<file path="config.mk">
export PLATFORM = sky130hd
export DESIGN_NAME = eeprom_seq
export DESIGN_NICKNAME = d
export VERILOG_FILES = /design/src/rtl/eeprom_seq.sv
export SDC_FILE = /design/constraint.sdc
export NUM_CORES = 1
export LEC_CHECK = 0
export CAP_MARGIN = 40
export CELL_PAD_IN_SITES_DETAIL_PLACEMENT = 1
export CELL_PAD_IN_SITES_GLOBAL_PLACEMENT = 1
export CORE_UTILIZATION = 43
export DETAILED_ROUTE_END_ITERATION = 7
export GPL_TIMING_DRIVEN = 0
export HOLD_SLACK_MARGIN = 0.08
export PLACE_DENSITY_LB_ADDON = 0.1
export RECOVER_POWER = 25
export SETUP_SLACK_MARGIN = 0.05
export SYNTH_ARGS = -nofsm -noshare
export SYNTH_HDL_FRONTEND = slang
export SYNTH_SLANG_ARGS = --single-unit
</file>
<file path="constraint.sdc">
create_clock -name clk -period 4.6 [get_ports clk]
set_input_delay 0.92 -clock clk [delete_from_list [all_inputs] [get_ports clk]]
set_output_delay 0.92 -clock clk [all_outputs]
set_load 0.01 [all_outputs]
</file>
<file path="src/rtl/eeprom_seq.sv">
module eeprom_seq #(
  parameter int AW          = 17,
  parameter int DW          = 8,
  parameter int PAGE        = 128,
  parameter int CLK_NS      = 20,
  parameter int T_AS_NS     = 10,
  parameter int T_AH_NS     = 100,
  parameter int T_WP_NS     = 150,
  parameter int T_WPH_NS    = 50,
  parameter int T_DS_NS     = 100,
  parameter int T_DH_NS     = 10,
  parameter int T_OES_NS    = 10,
  parameter int T_OEH_NS    = 10,
  parameter int T_ACC_NS    = 150,
  parameter int T_DF_NS     = 70,
  parameter int PAGE_WIN_NS = 150000,
  parameter int WC_NS       = 10000000
) (
  input  logic          clk,
  input  logic          rst_n,
  input  logic          req_valid,
  output logic          req_ready,
  input  logic          req_write,
  input  logic [AW-1:0] req_addr,
  input  logic [7:0]    req_len,
  input  logic          wr_valid,
  output logic          wr_ready,
  input  logic [DW-1:0] wr_data,
  output logic [DW-1:0] rd_data,
  output logic          done,
  output logic          timeout,
  output logic [AW-1:0] mem_addr,
  output logic [DW-1:0] mem_dq_o,
  output logic          mem_dq_oe,
  input  logic [DW-1:0] mem_dq_i,
  output logic          mem_cs_n,
  output logic          mem_oe_n,
  output logic          mem_we_n
);
  function automatic int cyc(int ns);
    return (ns + CLK_NS - 1) / CLK_NS;
  endfunction
  function automatic int mx(int a, int b);
    return (a > b) ? a : b;
  endfunction

  localparam int AS_C     = mx(mx(cyc(T_AS_NS), cyc(T_OES_NS)), 1);
  localparam int WP_C     = mx(mx(cyc(T_WP_NS), cyc(T_DS_NS)), 1);
  localparam int HOLD_C   = mx(mx(cyc(T_AH_NS), cyc(T_DH_NS)), mx(mx(cyc(T_WPH_NS), cyc(T_OEH_NS)), 1));
  localparam int ACC_C    = mx(cyc(T_ACC_NS), 1);
  localparam int DF_C     = mx(cyc(T_DF_NS), 1);
  localparam int WIN_C    = cyc(PAGE_WIN_NS);
  localparam int CLOSE_C  = WIN_C - AS_C - 2;
  localparam int POLL_MAX = cyc(WC_NS) / (ACC_C + DF_C) + 2;
  localparam int CW       = $clog2(WIN_C + ACC_C + WP_C + HOLD_C + DF_C + 4);
  localparam int PW       = $clog2(POLL_MAX + 1);
  localparam int LW       = $clog2(PAGE + 1);
  localparam int PB       = $clog2(PAGE);

  typedef enum logic [3:0] {
    S_IDLE, S_RD, S_TURN, S_WNXT, S_WSET, S_WPUL, S_WHLD, S_POLL, S_PGAP
  } state_t;

  state_t          st;
  logic [CW-1:0]   cnt, gap;
  logic [PW-1:0]   npoll;
  logic [LW-1:0]   left, eff_len;
  logic [AW-1:0]   addr;
  logic [DW-1:0]   data;
  logic            first;

  assign req_ready = (st == S_IDLE);
  assign wr_ready  = (st == S_WNXT);
  assign mem_addr  = addr;
  assign mem_dq_o  = data;
  assign mem_dq_oe = (st == S_WSET) || (st == S_WPUL) || (st == S_WHLD);
  assign mem_we_n  = (st != S_WPUL);
  assign mem_oe_n  = !((st == S_RD) || (st == S_POLL));
  assign mem_cs_n  = !(mem_dq_oe || !mem_oe_n);

  assign eff_len = (req_len == 8'd0) ? LW'(1) :
                   (req_len > 8'(PAGE)) ? LW'(PAGE) : LW'(req_len);

  always_ff @(posedge clk or negedge rst_n) begin
    if (!rst_n) begin
      st <= S_IDLE; cnt <= '0; gap <= '0; npoll <= '0; left <= '0;
      addr <= '0; data <= '0; first <= 1'b0; rd_data <= '0;
      done <= 1'b0; timeout <= 1'b0;
    end else begin
      done <= 1'b0;
      cnt  <= cnt + 1'b1;
      if (gap != '1) gap <= gap + 1'b1;
      case (st)
        S_IDLE: if (req_valid) begin
          timeout <= 1'b0;
          addr    <= req_addr;
          cnt     <= '0;
          left    <= eff_len;
          first   <= 1'b1;
          st      <= req_write ? S_WNXT : S_RD;
        end
        S_RD: if (cnt == CW'(ACC_C - 1)) begin
          rd_data <= mem_dq_i; done <= 1'b1; cnt <= '0; st <= S_TURN;
        end
        S_TURN: if (cnt == CW'(DF_C - 1)) st <= S_IDLE;
        S_WNXT: begin
          cnt <= '0;
          if (wr_valid) begin
            data  <= wr_data;
            first <= 1'b0;
            if (!first) addr <= {addr[AW-1:PB], addr[PB-1:0] + 1'b1};
            st    <= S_WSET;
          end else if (!first && gap >= CW'(CLOSE_C)) begin
            npoll <= '0; st <= S_POLL;
          end
        end
        S_WSET: if (cnt == CW'(AS_C - 1)) begin
          cnt <= '0; gap <= '0; st <= S_WPUL;
        end
        S_WPUL: if (cnt == CW'(WP_C - 1)) begin
          cnt <= '0; st <= S_WHLD;
        end
        S_WHLD: if (cnt == CW'(HOLD_C - 1)) begin
          cnt   <= '0;
          left  <= left - 1'b1;
          npoll <= '0;
          st    <= (left == LW'(1)) ? S_POLL : S_WNXT;
        end
        S_POLL: if (cnt == CW'(ACC_C - 1)) begin
          cnt <= '0;
          if (mem_dq_i[DW-1] == data[DW-1]) begin
            done <= 1'b1; st <= S_TURN;
          end else if (npoll == PW'(POLL_MAX - 1)) begin
            done <= 1'b1; timeout <= 1'b1; st <= S_TURN;
          end else begin
            npoll <= npoll + 1'b1; st <= S_PGAP;
          end
        end
        S_PGAP: if (cnt == CW'(DF_C - 1)) begin
          cnt <= '0; st <= S_POLL;
        end
        default: st <= S_IDLE;
      endcase
    end
  end
endmodule

</file>
==> out/metrics.csv <==
stage,metric,value,unit
clock_tree,clkTransAtPathRegs,0.09,ns
clock_tree,postCtsSetupBuffers,0,
yosys,synth_top_area_cell,dfrtp_1,
job,maxCapViolations,1,
worst_setup_path,rr_worst_depth,5,
finish,fin_nets,659,
floorplan,die-area,11420,sq um
timing,hold_viol_final,0,
grt,track_usage,25.42,%
floorplan,design.core.area,10510,sq um
detailed_routing,vias_per_cell,5.724,
finish,postLayoutCellArea,6015,sq um
grt,grt_pass1_vias,4607,
timing,slew_headroom,-69.08,%
pwr,p_leak,2.589,nW
yosys,ys_seq_elements,90,
detailed_routing,ant_nets,0,
worst_setup_path,slowest_delay,0.67,ns
clock_tree,ctsHoldBuffers,0,
detailed_routing,drcViolationCount,0,
timing,tns,0,ns
timing,drv_slew,43,
worst_setup_path,ff2ff_setup_slack,1.80,ns
worst_setup_path,rr_startpoint,st[2],
timing,worstMarginPinSlew,2.536,ns
floorplan,start_util,44.99,%
placed_design,gp_congestion,0.8297,
detailed_routing,dr_total_vias,4270,
finish,syn2layout_area_growth,27.20,%
finish,nFillCells,1233,
clock_tree,cts_root_buffer,clkbuf_8,
worst_setup_path,path_delay_family,buffers and inverters,
status,status,"finished, violations left",
timing,rsz0062_at_grt,no,
yosys,synth.net_count,560,
timing,finalCritPeriodShare,74.41,%
detailed_routing,dr.pass1.iters,4,
timing,fin_hold_ws,0.4835,ns
clock_tree,cts_sinks,90,
yosys,syn_area,4728,sq um
timing,fmax,292.2,MHz
timing,min_period,3.423,ns
placed_design,place.port_buffers,86,
grt,antenna_found_initial,0,
floorplan,die_h,106.9,microns
placed_design,hpwlAfterDp,10010,microns
yosys,synth_edf_count,0,
clock_tree,clockBufferDepth,2,
yosys,synth_area_per_cell,9.344,sq um
worst_setup_path,cp_cell_sequence,"clkbuf_1, nand3_1, inv_1, clkbuf_1, clkdlybuf4s50_1",
grt,grt_overflow,0,
clock_tree,clkLatencyLatePin,0.36,ns
yosys,synthFlopType,dfrtp_1,
clock_tree,cts_resized,0,
clock_tree,cts_tree,yes,
yosys,syn_inst,506,
detailed_routing,routedWlPerCell,18.10,microns
yosys,yosys.cell_types.count,56,
grt,grt_pass1_wl,22790,microns
yosys,async_reset_ff_share,100.0,%
timing,setup_violations,0,
min_path,hold_end,npoll[15],
worst_setup_path,cp.arrival,2.50,ns
worst_setup_path,worstSetupPathType,reg -> out,
pwr,power_density,547.2,nW/um^2
status,violations,"capacitance limit, slew limit",
worst_setup_path,r2r_end,gap[8],
finish,final_layout_size_suffix_gt1_share,7.541,%
yosys,ys.warnings.count,0,
clock_tree,cts_buffers,9,
worst_setup_path,critPathMaxFanout,10,
min_path,whs_path_depth,1,
worst_setup_path,crit_required,3.68,ns
worst_setup_path,end_kind,output pin,
finish,num_antenna_cells,0,
worst_setup_path,startpoint_type,register,
floorplan,rows,37,
min_path,holdCritStartpoint,npoll[15],
min_path,hold_class,reg -> reg,
yosys,yosys.area.top_type_share,47.63,%
yosys,ys_seq_area_share,47.63,%
grt,grt_max_degree,49,
clock_tree,htree_levels,3,
timing,skew,0.01205,ns
yosys,yosys-top-cells-area,"dfrtp_1 (48%), o21ai_0 (5.2%), mux2_2 (4.5%), nand2_1 (4.4%), nor2_1 (4.0%)",
placed_design,dpl_cell_area,5784,sq um
detailed_routing,drt_iter0_markers,203,
pwr,irDropWorstVdd,0.2504,mV
floorplan,io_pins,87,
finish,final_util,57.23,%
detailed_routing,totalWireLength,13500,microns
floorplan,die_x,106.9,microns
worst_setup_path,cp_slowest_cell,clkdlybuf4s50_1,
worst_setup_path,cp_common_cell,clkbuf_1,
worst_setup_path,path_buf_inv,4,
[area by class of cell]
type,instances,area [sq um],share of cell area [%]
inverters,10,37.54,0.6241
plain buffers,25,103.9,1.727
flip-flops and latches,90,2252,37.45
repair buffers,88,887.1,14.75
clock inverters,4,73.82,1.227
clock buffers,12,155.1,2.580
well taps,136,170.2,2.829
multi-input cells,381,2335,38.82
[how the worst max path moves through the flow]
stage                     startpoint  cells past startpoint     endpoint  slack, ns
after CTS                      st[1]                      5     wr_ready       1.17
final                          st[1]                      5     wr_ready       1.18
after floorplan               cnt[3]                      9    npoll[15]       2.14
after detailed placement       st[1]                      5     wr_ready       1.58
after global placement         rst_n                      1  mem_dq_o[2]      -0.88
after global routing           st[1]                      5     wr_ready       1.02
[through the flow]
stage | total power, mW | worst slack (ns) | std cells
finish | 3.291 | 1.177 | 746
CTS | 3.319 | 1.169 | 745
floorplan | 2.033 | 2.136 | 506
global route | 3.524 | 1.017 | 746
global placement | 2.610 | -0.8788 | 728
detailed placement | 2.679 | 1.583 | 729
[routing by layer]
layer,GRT usage (%),vias up,routed length [microns]
met5,0,-,0
met4,8.611,0,197
met3,4.742,17,509
met2,44.10,71,6916
met1,31.74,2161,5879
li1,-,2021,-
[cells in the mapped netlist (6+ instances only)]
| cell | n |
|---|---|
| a31oi_1 | 10 |
| o31ai_1 | 10 |
| nand4_1 | 8 |
| o41ai_1 | 6 |
| nand2_1 | 55 |
| and2_1 | 8 |
| a21oi_1 | 21 |
| o21ai_0 | 49 |
| nand3_1 | 24 |
| and3_1 | 15 |
| nor2_1 | 51 |
| dfrtp_1 | 90 |
| inv_1 | 10 |
| xnor2_1 | 9 |
| nor4_1 | 8 |
| clkbuf_1 | 22 |
| nor3_1 | 11 |
| xor2_1 | 13 |
| ha_1 | 8 |
| mux2_2 | 19 |
| nor2b_1 | 6 |
[layout by cell type (no fill, tap or decap), types with 13 or more instances in the layout]
| cell | n |
|---|---|
| a21oi_1 | 21 |
| and3_1 | 15 |
| nand3_1 | 24 |
| clkbuf_1 | 24 |
| nor2_1 | 51 |
| clkdlybuf4s50_1 | 85 |
| xor2_1 | 13 |
| o21ai_0 | 49 |
| dfrtp_1 | 90 |
| nand2_1 | 55 |
| mux2_2 | 19 |
[cells by family after synthesis]
family	count (synthesis)	synth area share, %
XOR/XNOR	22	4.075
multiplexers	20	4.737
flip-flops	90	47.63
buffers and inverters	35	2.990
adder cells (fa/ha/maj)	8	2.117
AO/OA/AOI/OAI	119	15.48
AND/OR/NAND/NOR	212	22.97
[state kept, by name, indices dropped and copies added, names as in the netlist]
signal    count
done          1
mem_dq_o      8
timeout       1
rd_data       8
gap          13
st            4
first         1
mem_addr     17
left          8
npoll        16
cnt          13
[power by group]
part | total (mW) | internal (mW) | switching [mW]
clock network | 0.622 | 0.336 | 0.285
registers | 1.21 | 1.01 | 0.197
logic | 1.46 | 0.658 | 0.804
Note: power is estimated with default switching activity, not from simulation.
